==> config.mk <==
export PLATFORM = sky130hd
export DESIGN_NAME = pmc_power_ctrl
export DESIGN_NICKNAME = d
export VERILOG_FILES = /design/src/rtl/pmc_pkg.sv /design/src/rtl/pmc_req_arbiter.sv /design/src/rtl/pmc_lat_timer.sv /design/src/rtl/pmc_pwr_encoder.sv /design/src/rtl/pmc_power_ctrl.sv
export SDC_FILE = /design/constraint.sdc
export NUM_CORES = 1
export LEC_CHECK = 0
export ABC_AREA = 1
export ABC_CLOCK_PERIOD_IN_PS = 2200
export BUFFER_PORTS_ARGS = -buffer_cell sky130_fd_sc_hd__buf_4
export CAP_MARGIN = 0
export CORE_AREA = 2 2 69 65
export CTS_BUF_LIST = sky130_fd_sc_hd__clkbuf_2 sky130_fd_sc_hd__clkbuf_4 sky130_fd_sc_hd__clkbuf_8
export DETAILED_ROUTE_END_ITERATION = 7
export DIE_AREA = 0 0 71 67
export PLACE_DENSITY = 0.69
export SLEW_MARGIN = 20
export SYNTH_ARGS = -nofsm -noshare
export SYNTH_HDL_FRONTEND = slang
export SYNTH_SLANG_ARGS = --single-unit
==> constraint.sdc <==
create_clock -name clk_i -period 2.2 [get_ports clk_i]
set_input_delay 0.22 -clock clk_i [delete_from_list [all_inputs] [get_ports clk_i]]
set_output_delay 0.22 -clock clk_i [all_outputs]
set_load 0.05 [all_outputs]
==> src/rtl/pmc_pkg.sv <==
package pmc_pkg;

    typedef enum logic [2:0] {
        MODE_RUN   = 3'b001,
        MODE_IDLE  = 3'b010,
        MODE_SLEEP = 3'b100
    } pmc_mode_e;

    typedef enum logic [1:0] {
        LAT_SHORT     = 2'd0,
        LAT_SLEEP_IN  = 2'd1,
        LAT_SLEEP_OUT = 2'd2
    } pmc_lat_e;

    typedef enum logic [1:0] {
        PWR_MIN  = 2'b00,
        PWR_MID  = 2'b01,
        PWR_HIGH = 2'b10
    } pmc_pwr_e;

    typedef struct packed {
        pmc_mode_e mode;
        logic      busy;
        logic      clk_en;
    } pmc_state_t;

    // Round a duration in ns up to whole cycles at the given clock, minimum 1.
    function automatic longint unsigned pmc_cycles(longint unsigned hz,
                                                   longint unsigned ns);
        longint unsigned c;
        c = (hz * ns + 64'd999_999_999) / 64'd1_000_000_000;
        if (c == 0) c = 1;
        return c;
    endfunction

endpackage

==> src/rtl/pmc_req_arbiter.sv <==
module pmc_req_arbiter
    import pmc_pkg::*;
(
    input  pmc_mode_e mode_i,
    input  logic      idle_req_i,
    input  logic      sleep_req_i,
    input  logic      irq_i,
    input  logic      pwr_fault_i,
    input  logic      wake_i,
    output logic      go_o,
    output pmc_mode_e target_o,
    output pmc_lat_e  lat_o
);

    always_comb begin
        go_o     = 1'b0;
        target_o = mode_i;
        lat_o    = LAT_SHORT;
        unique case (mode_i)
            MODE_RUN: begin
                if (pwr_fault_i || sleep_req_i) begin
                    go_o     = 1'b1;
                    target_o = MODE_SLEEP;
                    lat_o    = LAT_SLEEP_IN;
                end else if (idle_req_i) begin
                    go_o     = 1'b1;
                    target_o = MODE_IDLE;
                    lat_o    = LAT_SHORT;
                end
            end
            MODE_IDLE: begin
                if (pwr_fault_i || sleep_req_i) begin
                    go_o     = 1'b1;
                    target_o = MODE_SLEEP;
                    lat_o    = LAT_SLEEP_IN;
                end else if (irq_i) begin
                    go_o     = 1'b1;
                    target_o = MODE_RUN;
                    lat_o    = LAT_SHORT;
                end
            end
            MODE_SLEEP: begin
                if (wake_i) begin
                    go_o     = 1'b1;
                    target_o = MODE_RUN;
                    lat_o    = LAT_SLEEP_OUT;
                end
            end
            default: ;
        endcase
    end

endmodule

==> src/rtl/pmc_lat_timer.sv <==
module pmc_lat_timer #(
    parameter int CNT_W = 8
) (
    input  logic             clk_i,
    input  logic             rst_ni,
    input  logic             load_i,
    input  logic [CNT_W-1:0] load_val_i,
    output logic             zero_o
);

    logic [CNT_W-1:0] cnt_d, cnt_q;

    always_comb begin
        cnt_d = cnt_q;
        if (load_i) begin
            cnt_d = load_val_i - CNT_W'(1);
        end else if (cnt_q != '0) begin
            cnt_d = cnt_q - CNT_W'(1);
        end
    end

    always_ff @(posedge clk_i or negedge rst_ni) begin
        if (!rst_ni) cnt_q <= '0;
        else         cnt_q <= cnt_d;
    end

    assign zero_o = (cnt_q == '0);

endmodule

==> src/rtl/pmc_pwr_encoder.sv <==
module pmc_pwr_encoder
    import pmc_pkg::*;
(
    input  pmc_mode_e mode_i,
    output pmc_pwr_e  pwr_o
);

    always_comb begin
        unique case (mode_i)
            MODE_RUN:   pwr_o = PWR_HIGH;
            MODE_IDLE:  pwr_o = PWR_MID;
            MODE_SLEEP: pwr_o = PWR_MIN;
            default:    pwr_o = PWR_MIN;
        endcase
    end

endmodule

==> src/rtl/pmc_power_ctrl.sv <==
module pmc_power_ctrl
    import pmc_pkg::*;
#(
    parameter longint unsigned CLK_HZ       = 100_000_000,
    parameter longint unsigned SHORT_NS     = 10_000,
    parameter longint unsigned SLEEP_IN_NS  = 90_000,
    parameter longint unsigned SLEEP_OUT_NS = 160_000_000
) (
    input  logic       clk_i,
    input  logic       rst_ni,
    input  logic       idle_req_i,
    input  logic       sleep_req_i,
    input  logic       irq_i,
    input  logic       pwr_fault_i,
    input  logic       wake_i,
    output logic [2:0] mode_o,
    output logic [1:0] pwr_level_o,
    output logic       core_clk_en_o,
    output logic       busy_o
);

    localparam longint unsigned LAT_SHORT_C = pmc_cycles(CLK_HZ, SHORT_NS);
    localparam longint unsigned LAT_IN_C    = pmc_cycles(CLK_HZ, SLEEP_IN_NS);
    localparam longint unsigned LAT_OUT_C   = pmc_cycles(CLK_HZ, SLEEP_OUT_NS);
    localparam longint unsigned LAT_MAX_C   =
        (LAT_OUT_C > LAT_IN_C) ? ((LAT_OUT_C > LAT_SHORT_C) ? LAT_OUT_C : LAT_SHORT_C)
                               : ((LAT_IN_C > LAT_SHORT_C) ? LAT_IN_C : LAT_SHORT_C);
    localparam int CNT_W = $clog2(LAT_MAX_C + 1);

    pmc_state_t st_d, st_q;

    logic             arb_go;
    pmc_mode_e        arb_target;
    pmc_lat_e         arb_lat;
    logic             tmr_load;
    logic [CNT_W-1:0] tmr_val;
    logic             tmr_zero;
    pmc_pwr_e         pwr_code;

    pmc_req_arbiter i_arb (
        .mode_i      (st_q.mode),
        .idle_req_i  (idle_req_i),
        .sleep_req_i (sleep_req_i),
        .irq_i       (irq_i),
        .pwr_fault_i (pwr_fault_i),
        .wake_i      (wake_i),
        .go_o        (arb_go),
        .target_o    (arb_target),
        .lat_o       (arb_lat)
    );

    pmc_lat_timer #(.CNT_W(CNT_W)) i_tmr (
        .clk_i      (clk_i),
        .rst_ni     (rst_ni),
        .load_i     (tmr_load),
        .load_val_i (tmr_val),
        .zero_o     (tmr_zero)
    );

    pmc_pwr_encoder i_pwr (
        .mode_i (st_q.mode),
        .pwr_o  (pwr_code)
    );

    always_comb begin
        unique case (arb_lat)
            LAT_SLEEP_IN:  tmr_val = CNT_W'(LAT_IN_C);
            LAT_SLEEP_OUT: tmr_val = CNT_W'(LAT_OUT_C);
            default:       tmr_val = CNT_W'(LAT_SHORT_C);
        endcase
    end

    always_comb begin
        st_d     = st_q;
        tmr_load = 1'b0;
        if (st_q.busy) begin
            if (tmr_zero) begin
                st_d.busy   = 1'b0;
                st_d.clk_en = (st_q.mode == MODE_RUN);
            end
        end else if (arb_go) begin
            st_d.mode   = arb_target;
            st_d.busy   = 1'b1;
            st_d.clk_en = 1'b0;
            tmr_load    = 1'b1;
        end
    end

    always_ff @(posedge clk_i or negedge rst_ni) begin
        if (!rst_ni) begin
            st_q.mode   <= MODE_RUN;
            st_q.busy   <= 1'b0;
            st_q.clk_en <= 1'b1;
        end else begin
            st_q <= st_d;
        end
    end

    assign mode_o        = st_q.mode;
    assign busy_o        = st_q.busy;
    assign core_clk_en_o = st_q.clk_en;
    assign pwr_level_o   = pwr_code;

endmodule

==> out/results.tsv, run 1 <==
metric	value	unit
synth_area_leader_cell	dfrtp_1	
rr_startpoint	mode_o[0]	
wl_met1	2.30	mm
synth_most_common_cell	nand2_1	
drv_cap	0	
final.setup_skew	10.4	ps
tns	-453	ps
path_clk_slew	70	ps
syn_to_final_growth	37.7	%
cts_buffer_depth	2	
highest_layer	met4	
cts_tree	done	
remaining_drc_errors	0	
p_leak	1.28	nW
wl_met2	2.37	mm
grt_max_degree	30	
status	complete, but fails checks	
ys_seq_area_share	37.3	%
dpl.cell_count	351	
setup_viol_count_final	11	
power_density	391	mW/mm²
setup_slack	-117	ps
portBuffers	13	
dp.final_hpwl	3.58	mm
initial_core_util	48.9	%
n_fill_cell	320	
critical_path_required	2380	ps
power	1.05	mW
firstDrtPassIters	5	
cts_buffers	5	
clock-root-buffer	clkbuf_8	
wl_met3	313	µm
grt_overflow	0	
antenna_found_initial	0	
synthTopCellsByArea	dfrtp_1 (35%), nand2_1 (13%), nand3_1 (6.2%), inv_1 (5.6%), nor2_1 (5.0%)	
die_h	67	µm
reg2reg_depth	14	
diodes	0	
synthTopCellsByCount	nand2_1 (65), inv_1 (29), dfrtp_1 (27)	
fmax	432	MHz
violations	setup timing	
synthesis.area	0.00195	mm²
htree_levels	2	
final_cells	368	
fin_crit_sh	105	%
synth.distinct_cells	33	
synthArstFlopShare	100	%
grt_use_total	22.3	%
cp-startpoint	mode_o[0]	
post_drt_wl_per_cell	13.8	µm
r2r_slack	-120	ps
crit_fanout	3	
end_kind	flop	
ant_nets	0	
avgSynthCellArea	7.28	µm²
worstSetupStartpointType	flop	
hold_viol	0	
synth-edff-count	0	
ys_ff_latch	29	
cp-endpoint	i_tmr.cnt_q[21]	
worst_slew_pin_slew	382	ps
grt_pass1_vias	1821	
drive_gt1_share	40.9	%
netlist_instances	268	
io_pins	14	
irDropWorstVdd	363	µV
place.gp.congestion	0.863	
die_area	0.00476	mm²
num_vias	1952	
nets	329	
rows	22	
yosys.area.top_type_share	34.6	%
rsz0062_at_grt	true	
clock_latency	290	ps
min_period	2320	ps
critPathKind	flop to flop	
synth_flop_cell	dfrtp_1	
dieWidth	71	µm
routed_wl	5.06	mm
yosysWarnings	0	
slew_headroom	74.5	%
holdCritPathClass	primary input to flop	
crit_arrival	2500	ps
core	0.00399	mm²
slew_viol_final	0	
vias_per_cell	5.30	
grt_pass1_wl	8.11	mm
drt_iter0_drc	164	
rr_endpoint	i_tmr.cnt_q[21]	
synth_nets	278	
cts_num_sinks	29	
critical path, cell delays in order (launching register included):
cell	delay, ps
dfstp_2	570
inv_2	60
nor2_4	130
nand2_4	80
clkinvlp_4	90
o21ai_4	70
ha_4	280
nand4_1	160
buf_4	210
nand2_1	90
nand3_1	70
nor2_1	160
nand3_1	100
nand2_1	60
a21oi_1	60
per-layer routing:
metal | GRT usage, % | vias to the layer above
li1 | - | 968
met3 | 3.63 | 8
met1 | 28.7 | 922
met4 | 10.4 | 0
met5 | 0 | -
met2 | 36.7 | 54
layout make-up:
type	count	area (µm²)	area share (%)
well taps	48	60.1	2.24
clock buffers	7	96.3	3.59
multi-input cells	199	1230	45.9
repair inverters	1	5.00	0.186
inverters	35	143	5.31
clock inverters	1	5.00	0.186
flip-flops and latches	29	731	27.2
repair buffers	48	412	15.3
flip-flops by register name, indices dropped and copies added (netlist names):
signal and flops:
i_tmr.cnt_q 24, core_clk_en_o 1, busy_o 1, mode_o 3
timing repair:
action,4_1_cts,5_1_grt
buffers inserted,5,3
setup endpoints to repair,16,21
hold buffers,1,0
pin swaps,9,8
gates resized for setup,13,31
gates cloned,0,1
endpoints found under the hold margin,27,0
worst min path at each step:
stage                      startpoint        endpoint  slack [ps]  depth (start not counted)
after floorplan                rst_ni          busy_o         -80                          0
final                     pwr_fault_i       mode_o[1]         360                          5
after detailed placement       rst_ni  i_tmr.cnt_q[4]         170                          1
after global placement         rst_ni  i_tmr.cnt_q[3]         170                          1
after CTS                 pwr_fault_i       mode_o[1]         360                          5
after global routing      pwr_fault_i       mode_o[1]         430                          5
power breakdown:
| group | leakage [nW] | internal (mW) | switching [mW] |
|---|---|---|---|
| registers | 0.294 | 0.533 | 0 |
| logic | 0.931 | 0.00977 | 0.0147 |
| clock network | 0.0542 | 0.282 | 0.211 |
layout by cell type (no fill, tap or decap), types with 3 or more instances in the layout:
cell type / netlist / routed
nand2_4: 1 / 7
clkbuf_8: 0 / 7
buf_6: 2 / 3
nor2_4: 4 / 11
nand2_2: 11 / 19
xor2_1: 3 / 3
o21ai_1: 3 / 3
buf_4: 1 / 41
buf_12: 0 / 3
nand4_1: 8 / 8
dfrtp_1: 27 / 25
a21oi_1: 11 / 10
nor2_2: 4 / 4
nand2_1: 65 / 51
nor4_1: 4 / 4
nand3_2: 4 / 4
inv_1: 29 / 23
nor2_1: 26 / 19
nand3_1: 24 / 23
inv_2: 5 / 9
o21ai_0: 17 / 14
clkinvlp_4: 0 / 3
cells by family after synthesis:
logic type | after synthesis | synth area share (%)
adder cells (fa/ha/maj) | 3 | 1.92
buffers and inverters | 40 | 8.79
flip-flops | 29 | 37.3
AND/OR/NAND/NOR | 158 | 41.1
XOR/XNOR | 3 | 1.35
AO/OA/AOI/OAI | 35 | 9.49
stage by stage:
step / area, µm² / hold slack, ps / setup slack, ps / utilization [%]
2_1_floorplan: 2000 / -75.6 / -406 / -
3_3_place_gp: 2350 / 170 / -62.5 / 58.9
3_5_place_dp: 2350 / 172 / -126 / 58.9
4_1_cts: 2550 / 361 / -59.3 / 64.0
5_1_grt: 2690 / 430 / -205 / 67.3
6_report: 2690 / 363 / -117 / 67.3
Power figures use the tool's default switching activity.
==> run 2, diff against run 1 <==
--- a/config.mk
+++ b/config.mk
@@ -11,9 +11,10 @@
 export CAP_MARGIN = 0
 export CORE_AREA = 2 2 69 65
 export CTS_BUF_LIST = sky130_fd_sc_hd__clkbuf_2 sky130_fd_sc_hd__clkbuf_4 sky130_fd_sc_hd__clkbuf_8
+export CTS_CLUSTER_SIZE = 8
 export DETAILED_ROUTE_END_ITERATION = 7
 export DIE_AREA = 0 0 71 67
-export PLACE_DENSITY = 0.69
+export PLACE_DENSITY = 0.72
 export SLEW_MARGIN = 20
 export SYNTH_ARGS = -nofsm -noshare
 export SYNTH_HDL_FRONTEND = slang
==> run 2 against run 1 <==
Net effect:
- the run still ends with setup timing left
- critical path depth grew 3
- global-route usage is 1.6 points higher
- cell area is 2.0% higher
- clock skew grew 1.5 ps
- sequential cell count unchanged
- hold slack got worse by 0.63 ps
- critical endpoint is now i_tmr.cnt_q[23]
==> out/results.tsv, run 2 (same netlist as run 1, synthesis figures left out) <==
metric	value	unit	change
path_clk_slew	70	ps	about the same
initial_core_util	48.9	%	unchanged
clock-root-buffer	clkbuf_8		unchanged
final.setup_skew	11.9	ps	was 10.4 ps
antenna_found_initial	0		unchanged
core	0.00399	mm²	unchanged
rows	22		unchanged
slew_headroom	71.4	%	was 74.5%
setup_slack	-137	ps	was -117 ps
io_pins	14		unchanged
worstSetupStartpointType	flop		unchanged
r2r_slack	-140	ps	was -120 ps
power_density	384	mW/mm²	was 391 mW/mm²
die_area	0.00476	mm²	unchanged
clock_latency	290	ps	about the same
setup_viol_count_final	18		was 11
holdWs	362	ps	was 363 ps
irDropWorstVdd	303	µV	was 363 µV
violations	setup timing		unchanged
rsz0062_at_grt	true		unchanged
regMostFlops	i_tmr.cnt_q		unchanged
place.gp.congestion	0.872		was 0.863
fin_crit_sh	106	%	was 105%
register_area	731	µm²	unchanged
slew_viol_final	0		unchanged
grt_pass1_wl	8.73	mm	was 8.11 mm
crit_fanout	6		was 3
dp.final_hpwl	3.57	mm	was 3.58 mm
largest_reg_flops	24		unchanged
drive_gt1_share	43.3	%	was 40.9%
postPlaceCellArea	0.00234	mm²	was 0.00235 mm²
crit_arrival	2520	ps	was 2500 ps
cts_buffer_depth	2		unchanged
fmax	428	MHz	was 432 MHz
grt_max_degree	30		unchanged
final_area	0.00274	mm²	was 0.00269 mm²
holdCritPathClass	primary input to flop		unchanged
die_h	67	µm	unchanged
layout_commonest_cell	buf_4		was nand2_1
nets	339		was 329
vias_per_cell	5.28		was 5.30
cts_buffers	5		unchanged
remaining_drc_errors	0		unchanged
drv_cap	0		unchanged
grt_overflow	0		unchanged
routed_wl	5.49	mm	was 5.06 mm
p_leak	1.27	nW	was 1.28 nW
status	complete, but fails checks		unchanged
portBuffers	13		unchanged
worst_slew_pin_slew	425	ps	was 382 ps
firstDrtPassIters	4		was 5
cts_num_sinks	29		unchanged
post_drt_wl_per_cell	14.5	µm	was 13.8 µm
end_kind	flop		unchanged
dieWidth	71	µm	unchanged
min_period	2340	ps	was 2320 ps
syn_to_final_growth	40.3	%	was 37.7%
n_fill_cell	292		was 320
drt_iter0_drc	147		was 164
critPathKind	flop to flop		unchanged
grt_pass1_vias	1907		was 1821
num_vias	1996		was 1952
grt_use_total	23.9	%	was 22.3%
critical_path_required	2380	ps	about the same
hold_viol	0		unchanged
ant_nets	0		unchanged
htree_levels	2		unchanged
multi_input_area	0.00125	mm²	was 0.00123 mm²
layout_common_cells	buf_4 (55), nand2_1 (52), dfrtp_1 (25)		was nand2_1 (51), buf_4 (41), dfrtp_1 (25)
diodes	0		unchanged
cts_tree	done		unchanged
-- run 2: cell count changes in the layout (fill, tap and decap cells not counted), moves of 2 or more --
cell and delta:
a21oi_1 -3, buf_4 +14, nand3_4 +2, a21oi_2 +3
nand3_1 -2, buf_12 -3, nand2_4 -2
-- run 2: path summary, 6_finish.rpt --
path	from	to	cells past startpoint
hold reg to reg	busy_o	core_clk_en_o	1
setup / recovery	mode_o[0]	i_tmr.cnt_q[23]	17
setup reg to reg	mode_o[0]	i_tmr.cnt_q[23]	17
hold / removal	pwr_fault_i	mode_o[1]	5
min in group asynchronous	rst_ni	i_tmr.cnt_q[0]	2
max in group asynchronous	rst_ni	core_clk_en_o	2
-- run 2: power by group --
part	switching [mW]	internal (mW)
Combinational	0.0145	0.00979
Sequential	0	0.533
Clock	0.212	0.282
-- run 2: critical path, cell delays in order, from the launching register on --
cell	delay [ps]
dfstp_2	570
nor2_4	40
nand2_2	80
clkinvlp_4	120
o21ai_4	190
ha_4	150
inv_2	30
nand4_1	100
buf_6	150
nand2_4	60
nor2_4	130
nand2_2	90
nor2_4	170
nand2_4	100
nor2_4	100
nand2_1	50
nand2_1	50
inv_1	40
-- run 2: timing repair --
item	4_1_cts	5_1_grt
buffers inserted	6	7
endpoints found under the hold margin	27	0
hold buffers	1	0
cloned	0	1
pin swaps	12	13
resized for setup	28	19
setup endpoints to repair	15	22
-- run 2: area by class of cell --
cell class	instances	area share (%)
clock inverters	1	0.183
clock buffers	7	3.52
repair buffers	58	16.3
inverters	35	5.30
multi-input cells	199	45.7
flip-flops and latches	29	26.7
well taps	48	2.19
repair inverters	1	0.183
-- run 2: through the flow --
stage / power (mW) / cells / setup TNS [ps] / worst slack, ps / utilization [%]
floorplan: 0.546 / 268 / -5690 / -406 / -
global placement: 0.566 / 355 / -342 / -68.5 / 58.7
detailed placement: 0.567 / 355 / -893 / -138 / 58.7
CTS: 1.06 / 370 / -493 / -105 / 65.4
global route: 1.08 / 378 / -3970 / -298 / 68.6
finish: 1.05 / 378 / -1510 / -137 / 68.6
-- run 2: layer usage --
layer	up-vias	global-route usage [%]	wire, µm
li1	991	-	-
met1	930	29.3	2370
met2	60	41.8	2710
met3	15	3.63	284
met4	0	10.4	126
met5	-	0	0
==> run 3, diff against run 2 <==
--- a/config.mk
+++ b/config.mk
@@ -8,13 +8,15 @@
 export ABC_AREA = 1
 export ABC_CLOCK_PERIOD_IN_PS = 2200
 export BUFFER_PORTS_ARGS = -buffer_cell sky130_fd_sc_hd__buf_4
-export CAP_MARGIN = 0
-export CORE_AREA = 2 2 69 65
+export CAP_MARGIN = 20
+export CELL_PAD_IN_SITES_DETAIL_PLACEMENT = 0
+export CELL_PAD_IN_SITES_GLOBAL_PLACEMENT = 1
+export CORE_AREA = 2 2 76 71
 export CTS_BUF_LIST = sky130_fd_sc_hd__clkbuf_2 sky130_fd_sc_hd__clkbuf_4 sky130_fd_sc_hd__clkbuf_8
 export CTS_CLUSTER_SIZE = 8
 export DETAILED_ROUTE_END_ITERATION = 7
-export DIE_AREA = 0 0 71 67
-export PLACE_DENSITY = 0.72
+export DIE_AREA = 0 0 78 73
+export PLACE_DENSITY = 0.79
 export SLEW_MARGIN = 20
 export SYNTH_ARGS = -nofsm -noshare
 export SYNTH_HDL_FRONTEND = slang
==> run 3 against run 2 <==
Net effect:
- the flow still finishes with violations (setup timing)
- wire length decreased by 7.1%
- setup slack improved by 45 ps
- combinational power barely moved
- global-route usage is 4.9 points lower
- register-to-register slack improved by 40 ps
- largest cell class unchanged
==> out/results.tsv, run 3 (same netlist as run 1, synthesis figures left out) <==
metric	value	unit	change
hold_viol	0		unchanged
p_int	0.825	mW	was 0.826 mW
fin_crit_sh	104	%	was 106%
regMostFlops	i_tmr.cnt_q		unchanged
largest_reg_flops	24		unchanged
crit_arrival	2500	ps	was 2520 ps
io_pins	14		unchanged
clock-root-buffer	clkbuf_8		unchanged
htree_levels	2		unchanged
fmax	436	MHz	was 428 MHz
violations	setup timing		unchanged
postPlaceCellArea	0.00237	mm²	was 0.00234 mm²
nets	337		was 339
status	complete, but fails checks		unchanged
path_clk_slew	70	ps	about the same
switching_share	22.0	%	was 21.6%
diodes	0		unchanged
clock_latency	280	ps	was 290 ps
grt_use_total	19.1	%	was 23.9%
p_leak	1.27	nW	about the same
cpMaxStageDelayCell	dfstp_2		unchanged
die_area	0.00569	mm²	was 0.00476 mm²
pwr-share-comb	2.3	%	about the same
syn_to_final_growth	39.0	%	was 40.3%
slew_viol_final	0		unchanged
drive_gt1_share	40.9	%	was 43.3%
rows	25		was 22
initial_core_util	39.0	%	was 48.9%
cts_num_sinks	29		unchanged
slowest_delay	560	ps	was 570 ps
grt_max_degree	30		unchanged
cts_buffer_depth	2		unchanged
critPathKind	flop to flop		unchanged
worst_slew_pin_slew	403	ps	was 425 ps
slew_headroom	72.9	%	was 71.4%
rsz0062_at_grt	true		unchanged
holdCritPathClass	primary input to flop		unchanged
setup_viol_count_final	16		was 18
wl_met3	216	µm	was 284 µm
pwr-share-clk	47.3	%	was 47.0%
dieWidth	78	µm	was 71 µm
highest_layer	met4		unchanged
layout_commonest_cell	nand2_1		was buf_4
wl_met2	2.49	mm	was 2.71 mm
irDropWorstVdd	195	µV	was 303 µV
routed_wl	5.10	mm	was 5.49 mm
place.gp.congestion	0.857		was 0.872
grt_pass1_vias	1836		was 1907
critical_path_required	2400	ps	was 2380 ps
remaining_drc_errors	0		unchanged
wl_met1	2.32	mm	was 2.37 mm
die_h	73	µm	was 67 µm
n_fill_cell	474		was 292
core	0.00500	mm²	was 0.00399 mm²
cts_tree	done		unchanged
drv_cap	0		unchanged
portBuffers	13		unchanged
power_density	390	mW/mm²	was 384 mW/mm²
layout_common_cells	nand2_1 (53), buf_4 (51), inv_1 (25), dfrtp_1 (25), nand3_1 (21)		was buf_4 (55), nand2_1 (52), dfrtp_1 (25)
drt_iter0_drc	108		was 147
dpl_worst_slack	-160	ps	was -138 ps
final.setup_skew	4.47	ps	was 11.9 ps
worstSetupStartpointType	flop		unchanged
cp_cell_sequence	nor2_2 -> nand2_2 -> clkinvlp_4 -> o21ai_4 -> ha_4 -> inv_1 -> nand4_1 -> buf_6 -> nand2_4 -> nor2_4 -> buf_4 -> nand2_2 -> inv_2 -> nand4_1 -> a21oi_1		was nor2_4 -> nand2_2 -> clkinvlp_4 -> o21ai_4 -> ha_4 -> inv_2 -> nand4_1 -> buf_6 -> nand2_4 -> nor2_4 -> nand2_2 -> nor2_4 -> nand2_4 -> nor2_4 -> nand2_1 -> nand2_1 -> inv_1
grt_pass1_wl	8.45	mm	was 8.73 mm
dp.final_hpwl	3.72	mm	was 3.57 mm
grt_overflow	0		unchanged
p_seq_share	50.4	%	was 50.7%
firstDrtPassIters	4		unchanged
switchingPower	0.233	mW	was 0.227 mW
crit_fanout	6		unchanged
setup_slack	-92.4	ps	was -137 ps
antenna_found_initial	0		unchanged
vias_per_cell	4.94		was 5.28
num_vias	1951		was 1996
cts_buffers	5		unchanged
end_kind	flop		unchanged
min_period	2290	ps	was 2340 ps
ant_nets	0		unchanged
post_drt_wl_per_cell	12.9	µm	was 14.5 µm
final_area	0.00271	mm²	was 0.00274 mm²
-- run 3: cell count changes in the layout (fill, tap and decap cells not counted), moves of 3 or more --
cell,before,now
nor2_2,3,8
nor2_4,12,7
buf_4,55,51
a21oi_1,7,10
a21oi_2,5,2
nand2_2,20,17
-- run 3: worst paths after layout --
kind                       slack [ps]  depth (start not counted)               to         from
hold reg to reg                   480                          1    core_clk_en_o       busy_o
setup reg to reg                  -90                         15  i_tmr.cnt_q[22]    mode_o[0]
max in group asynchronous        1470                          2        mode_o[0]       rst_ni
min in group asynchronous         410                          2  i_tmr.cnt_q[18]       rst_ni
setup / recovery                  -90                         15  i_tmr.cnt_q[22]    mode_o[0]
hold / removal                    290                          4        mode_o[1]  pwr_fault_i
-- run 3: cell type report --
class	instances	area (µm²)	share of cell area (%)
clock buffers	7	96.3	3.55
clock inverters	1	5.00	0.185
inverters	35	143	5.26
multi-input cells	199	1210	44.6
flip-flops and latches	29	731	26.9
well taps	67	83.8	3.09
repair buffers	56	438	16.2
repair inverters	1	5.00	0.185
-- run 3: per-layer routing --
metal,global-route usage [%],up-vias
li1,-,989
met1,25.8,921
met2,31.4,33
met3,3.71,8
met4,5.26,0
met5,0,-
-- run 3: metrics by stage --
| step | hold slack (ps) | power [mW] | instances | utilization, % | TNS, ps |
|---|---|---|---|---|---|
| 2_1_floorplan | -75.6 | 0.546 | 268 | - | -5690 |
| 3_3_place_gp | 176 | 0.565 | 375 | 47.4 | -766 |
| 3_5_place_dp | 178 | 0.566 | 375 | 47.4 | -1490 |
| 4_1_cts | 264 | 1.07 | 388 | 51.2 | -594 |
| 5_1_grt | 320 | 1.09 | 395 | 54.2 | -3810 |
| 6_report | 292 | 1.06 | 395 | 54.2 | -900 |
-- run 3: power groups by stage --
stage	combinational, mW	clock (mW)	sequential, mW
3_3_place_gp	0.0223	0	0.543
6_report	0.0241	0.500	0.533
2_1_floorplan	0.00247	0	0.543
5_1_grt	0.0275	0.533	0.533
3_5_place_dp	0.0226	0	0.543
4_1_cts	0.0242	0.514	0.533
-- run 3: timing repair --
action                     CTS  global route
pin swaps                   12            15
hold buffers                 1             0
setup endpoints to repair   17            23
cloned                       0             1
hold endpoints to repair    27             0
resized for setup           13            24
buffers inserted             4             6
-- run 3: worst max-delay path, delay by kind of cell, from the launching register on --
kind                       cells  cell delay (ps)
and+or+nand+nor                7              630
DFF                            1              560
buffers and inverters          5              550
AOI/OAI and AO/OA              2              320
adders and majority gates      1              140
